==> config.mk <==
export PLATFORM = sky130hd
export DESIGN_NAME = strcmp_engine
export DESIGN_NICKNAME = d
export VERILOG_FILES = /design/src/rtl/strcmp_pkg.sv /design/src/rtl/strcmp_judge.sv /design/src/rtl/strcmp_walker.sv /design/src/rtl/strcmp_seq.sv /design/src/rtl/strcmp_engine.sv
export SDC_FILE = /design/constraint.sdc
export NUM_CORES = 1
export LEC_CHECK = 0
export BUFFER_PORTS_ARGS = -buffer_cell sky130_fd_sc_hd__buf_4
export CORE_ASPECT_RATIO = 1.25
export CORE_MARGIN = 1.5
export CORE_UTILIZATION = 30
export DETAILED_ROUTE_END_ITERATION = 10
export PLACE_DENSITY = 0.48
export SETUP_SLACK_MARGIN = 0.2
export SLEW_MARGIN = 20
export SYNTH_ARGS = -nofsm -noshare
export SYNTH_HDL_FRONTEND = slang
export SYNTH_SLANG_ARGS = --single-unit
==> constraint.sdc <==
create_clock -name clk -period 12.7 [get_ports clk]
set_input_delay 2.54 -clock clk [delete_from_list [all_inputs] [get_ports clk]]
set_output_delay 2.54 -clock clk [all_outputs]
set_load 0.005 [all_outputs]
==> src/rtl/strcmp_pkg.sv <==
package strcmp_pkg;

    localparam int CHAR_W = 8;

    typedef logic [CHAR_W-1:0] char_t;

    typedef enum logic [1:0] {
        ST_IDLE,
        ST_MASTER,
        ST_TEST
    } phase_e;

    typedef enum logic [1:0] {
        VD_CONTINUE,
        VD_EXACT,
        VD_PREFIX,
        VD_DIFFER
    } verdict_e;

    typedef struct packed {
        logic z;
        logic c;
    } flags_t;

    function automatic verdict_e judge_pair(char_t m, char_t t);
        verdict_e v;
        if (m == '0)
            v = (t == '0) ? VD_EXACT : VD_DIFFER;
        else if (t == '0)
            v = VD_PREFIX;
        else if (t != m)
            v = VD_DIFFER;
        else
            v = VD_CONTINUE;
        return v;
    endfunction

    function automatic flags_t verdict_flags(verdict_e v);
        flags_t f;
        f.z = (v == VD_EXACT);
        f.c = (v == VD_PREFIX);
        return f;
    endfunction

endpackage

==> src/rtl/strcmp_judge.sv <==
module strcmp_judge
    import strcmp_pkg::*;
(
    input  char_t    m_byte,
    input  char_t    t_byte,
    output verdict_e verdict,
    output flags_t   flags
);

    always_comb begin
        verdict = judge_pair(m_byte, t_byte);
        flags   = verdict_flags(verdict);
    end

endmodule

==> src/rtl/strcmp_walker.sv <==
module strcmp_walker #(
    parameter int AW = 16
) (
    input  logic          clk,
    input  logic          rst,
    input  logic          load,
    input  logic          advance,
    input  logic          sel_test,
    input  logic [AW-1:0] m_base,
    input  logic [AW-1:0] t_base,
    input  logic [AW-1:0] mem_top,
    output logic [AW-1:0] rd_addr,
    output logic          in_range
);

    localparam int OW = AW + 1;
    localparam int SW = AW + 2;

    logic [AW-1:0] m_q, t_q;
    logic [OW-1:0] off_q;
    logic [SW-1:0] sum;

    always_ff @(posedge clk) begin
        if (rst) begin
            m_q   <= '0;
            t_q   <= '0;
            off_q <= '0;
        end else if (load) begin
            m_q   <= m_base;
            t_q   <= t_base;
            off_q <= '0;
        end else if (advance) begin
            off_q <= off_q + 1'b1;
        end
    end

    always_comb begin
        sum      = {2'b00, (sel_test ? t_q : m_q)} + {1'b0, off_q};
        rd_addr  = sum[AW-1:0];
        in_range = (sum <= {2'b00, mem_top});
    end

endmodule

==> src/rtl/strcmp_seq.sv <==
module strcmp_seq
    import strcmp_pkg::*;
(
    input  logic     clk,
    input  logic     rst,
    input  logic     start,
    input  logic     in_range,
    input  logic     rd_valid,
    input  verdict_e verdict,
    output logic     rd_req,
    output logic     sel_test,
    output logic     load,
    output logic     advance,
    output logic     capture_m,
    output logic     finish,
    output logic     aborted,
    output logic     busy
);

    phase_e state_q, state_d;

    always_ff @(posedge clk) begin
        if (rst) state_q <= ST_IDLE;
        else     state_q <= state_d;
    end

    always_comb begin
        state_d   = state_q;
        rd_req    = 1'b0;
        sel_test  = 1'b0;
        load      = 1'b0;
        advance   = 1'b0;
        capture_m = 1'b0;
        finish    = 1'b0;
        aborted   = 1'b0;
        unique case (state_q)
            ST_IDLE: begin
                if (start) begin
                    load    = 1'b1;
                    state_d = ST_MASTER;
                end
            end
            ST_MASTER: begin
                if (!in_range) begin
                    finish  = 1'b1;
                    aborted = 1'b1;
                    state_d = ST_IDLE;
                end else begin
                    rd_req = 1'b1;
                    if (rd_valid) begin
                        capture_m = 1'b1;
                        state_d   = ST_TEST;
                    end
                end
            end
            ST_TEST: begin
                sel_test = 1'b1;
                if (!in_range) begin
                    finish  = 1'b1;
                    aborted = 1'b1;
                    state_d = ST_IDLE;
                end else begin
                    rd_req = 1'b1;
                    if (rd_valid) begin
                        if (verdict == VD_CONTINUE) begin
                            advance = 1'b1;
                            state_d = ST_MASTER;
                        end else begin
                            finish  = 1'b1;
                            state_d = ST_IDLE;
                        end
                    end
                end
            end
            default: state_d = ST_IDLE;
        endcase
    end

    assign busy = (state_q != ST_IDLE);

endmodule

==> src/rtl/strcmp_engine.sv <==
module strcmp_engine
    import strcmp_pkg::*;
#(
    parameter int AW = 16
) (
    input  logic          clk,
    input  logic          rst,
    input  logic          start,
    input  logic [AW-1:0] master_base,
    input  logic [AW-1:0] test_base,
    input  logic [AW-1:0] mem_top,
    output logic          rd_req,
    output logic [AW-1:0] rd_addr,
    input  logic          rd_valid,
    input  logic [7:0]    rd_data,
    output logic          done,
    output logic          flag_z,
    output logic          flag_c
);

    logic     load, advance, sel_test, capture_m, finish, aborted, busy;
    logic     in_range;
    verdict_e verdict;
    flags_t   pair_flags;
    flags_t   flags_q;
    char_t    m_byte_q;
    logic     done_q;

    strcmp_walker #(.AW(AW)) u_walker (
        .clk      (clk),
        .rst      (rst),
        .load     (load),
        .advance  (advance),
        .sel_test (sel_test),
        .m_base   (master_base),
        .t_base   (test_base),
        .mem_top  (mem_top),
        .rd_addr  (rd_addr),
        .in_range (in_range)
    );

    strcmp_judge u_judge (
        .m_byte  (m_byte_q),
        .t_byte  (rd_data),
        .verdict (verdict),
        .flags   (pair_flags)
    );

    strcmp_seq u_seq (
        .clk       (clk),
        .rst       (rst),
        .start     (start),
        .in_range  (in_range),
        .rd_valid  (rd_valid),
        .verdict   (verdict),
        .rd_req    (rd_req),
        .sel_test  (sel_test),
        .load      (load),
        .advance   (advance),
        .capture_m (capture_m),
        .finish    (finish),
        .aborted   (aborted),
        .busy      (busy)
    );

    always_ff @(posedge clk) begin
        if (rst) begin
            done_q   <= 1'b0;
            flags_q  <= '0;
            m_byte_q <= '0;
        end else begin
            done_q <= finish;
            if (load)
                flags_q <= '0;
            else if (finish)
                flags_q <= aborted ? '0 : pair_flags;
            if (capture_m)
                m_byte_q <= rd_data;
        end
    end

    assign done   = done_q;
    assign flag_z = flags_q.z;
    assign flag_c = flags_q.c;

endmodule

==> impl_results.md <==
* Status: finished clean
* Global placement routability congestion at slightly above 0.8
* Core box area at around 13000 um^2
* Final wirelength at between 10 and 15 mm
* Post-cts sizing count at 0
* GRT Total Usage at 0.166
* CTS tree: built
* EDFF count, synth at 0
* DR pass1 iterations at 4
* Clock Skew at between 0.006 and 0.007 ns
* GRT overflow at 0
* Die area at roughly 15000 um^2
* Maximum root-to-sink buffer count at 2
* Avg Cell Area, Syn at slightly above 8 um^2
* RR Startpoint: u_seq.state_q[0]
* Worst Hold Class: reg2reg
* Dpl cells at roughly 740
* Post-Syn Nets at 610
* Synth Flop Type: dfxtp_1
* Minimum clock period at a little under 8 ns
* IO Count at 80
* Hold Startpoint: u_walker.m_q[12]
* DR vias/cell at around 5.0
* Layout cell share with drive strength beyond 1 at 0.212
* Max VDD drop at ~0.000063 V
* Iter 0 DRT Violations at 150
* Area added between synthesis and finish at 25.1%
* Synth top area share at 0.300
* Commonest non-fill, non-tap cells in the layout: 91 x nand2_1, 81 x buf_4, 62 x dfxtp_1
* Hold violation count in the final report at 0
* Most common library cell in the layout ignoring fill and taps: nand2_1
* Global-route wire length before repair at ~19 mm
* Crit path DAT at about 5.4 ns
* Worst min-delay path endpoint: u_walker.m_q[12]
* Async SR Flop Fraction at 0
* Antenna cells at 0
* Post-Layout Cell Count at ~760
* RSZ-0062 raised after global routing: no
* Sequential fraction of the synthesis area at 0.300
* Post-CTS setup buffer count at 0
* Worst reg-to-reg setup slack at around 7 ns
* CP Max Fanout at 14
* Initial antenna violation count at 0
* Vias in the first global route at 3793
* Critical path required time at roughly 10 ns
* Die Wd at between 100 and 150 um
* CTS Buf Count at 9
* Worst reg2reg path depth at 22
* Synthesized area at just over 4000 um^2
* FF-to-FF End: u_seq.state_q[1]
* Top cells by area, synth: dfxtp_1 30%, ha_1 11%, nand2_1 8.3%, a21oi_1 6.7%, mux2_2 4.4%
* Largest net degree at the start of global routing at 48
* Final nets at a little under 700
* Clk root buf: clkbuf_16
* Seq cells post-synth at between 60 and 70
* Final Cycle Share at 0.625
* DRC at 0
* LEAKAGE at 2.38 nW
* Max frequency at roughly 130 MHz
* Library cells used by synthesis at 57
* TritonCTS Sinks at 62
* Worst-margin pin slew at 0.783 ns
* Chip Height at around 130 um
* Pwr dens at about 110 nW/um^2
* Hold path depth at 2
* Initial Util at 0.310
* Vias after detailed routing at approximately 3800
* Hold_buf cts at 0
* Clock slew at reported path FFs at ~0.050 ns
* H-tree levels at 3
* Max-Slew Margin vs Limit at 0.476
* Routed len/inst at about 16 um
* Slew Viols, Final at 0
* Critical Path Source Type: flop
* Syn Inst Count at between 500 and 600
* Fin Setup TNS at 0 ns
* Max-cap violations at 0
* Final Setup Violations at 0
* Worst skew pair latency at 0.33 ns
* Yosys warns at 0
* Final ANT Viol Nets at 0
* Critical path class: reg2out
* Worst setup EP type: output pin
* Rows at between 40 and 50
* Post-DP HPWL at around 9.2 mm
* Cell accounting for the most synthesized area: dfxtp_1
* Port bufs at 79
-- sequential cells by signal (all words and copies together), names as in the netlist --
name	count
u_walker.off_q	17
flag_c	1
u_seq.state_q	2
m_byte_q	8
done	1
flag_z	1
u_walker.m_q	16
u_walker.t_q	16
-- cell usage after synthesis, drive strengths merged, types with 8 or more instances --
cell type and instances:
dfxtp 62, xnor2 10, clkbuf 19, or4 9
nand2 92, nand4 11, a21o 15, nor4 8
nor2 28, mux2 16, xor2 13, inv 28
mux2i 12, a21oi 55, nand3 14, ha 38
o21ai 10
-- report_power, final --
part	internal, W	leakage [nW]	switching (W)
clock	0.000171	0.152	0.0000909
combinational	0.0000441	1.72	0.0000513
sequential	0.000204	0.505	0.00000546
total	0.000419	2.38	0.000148
-- critical path: stages, from the launching register on --
cell and delay, ns:
dfxtp_1 0.35, inv_1 0.10, ha_1 0.36, buf_4 0.31, mux2_2 0.37, ha_1 0.35
and3_1 0.23, o21ai_0 0.09, o21ai_0 0.14, or2_2 0.35, a41oi_1 0.31, o21bai_1 0.10
a21oi_1 0.17, xnor2_1 0.10, ha_1 0.20, a211o_1 0.22, a31oi_1 0.19, nor2_1 0.08
o31a_1 0.33, nand2_1 0.19, and3_1 0.25, and2_1 0.16, buf_4 0.11
-- worst max path at each step --
stage | end | slack [ns] | from
2_1_floorplan | rd_req | 5.27 | u_seq.state_q[0]
3_3_place_gp | rd_req | 5.27 | u_seq.state_q[0]
3_5_place_dp | rd_req | 5.17 | u_seq.state_q[0]
4_1_cts | rd_req | 4.78 | u_seq.state_q[0]
5_1_grt | rd_req | 4.30 | u_seq.state_q[0]
6_report | rd_req | 4.76 | u_seq.state_q[0]
-- routing by layer --
metal  GRT usage  wire (um)
met2       0.286       5760
met1       0.198       5200
met5           0          0
met4      0.0629        293
met3      0.0389        517
-- per-stage QoR --
| stage | total power [W] | setup slack [ns] | utilization | hold WS [ns] | instance area (um^2) |
|---|---|---|---|---|---|
| floorplan | 0.000269 | 5.27 | - | 0.433 | 4140 |
| global placement | 0.000310 | 5.27 | 0.364 | 0.442 | 4860 |
| detailed placement | 0.000310 | 5.17 | 0.364 | 0.445 | 4860 |
| CTS | 0.000575 | 4.78 | 0.387 | 0.455 | 5170 |
| global route | 0.000596 | 4.30 | 0.387 | 0.464 | 5170 |
| finish | 0.000567 | 4.76 | 0.387 | 0.453 | 5170 |
-- kinds of logic (layout without fill, tap and decap cells) --
logic type / count (synthesis) / after routing / share of synthesized area
AOI/OAI and AO/OA: 120 / 120 / 0.190
xor gates and xnor gates: 23 / 23 / 0.0487
adders and majority gates: 39 / 39 / 0.120
buffers and inverters: 50 / 125 / 0.0499
DFF: 62 / 62 / 0.300
muxes: 28 / 28 / 0.0726
and+or+nand+nor: 189 / 189 / 0.219
-- layout make-up --
| type | count | area (um^2) |
|---|---|---|
| multi-input combinational | 399 | 2690 |
| sequential | 62 | 1240 |
| clock inverter | 6 | 86.3 |
| clock buffer | 10 | 229 |
| tap | 171 | 214 |
| fill | 1412 | 8180 |
| timing repair buffer | 81 | 608 |
| inverter | 28 | 105 |
Power figures use the tool's default switching activity.
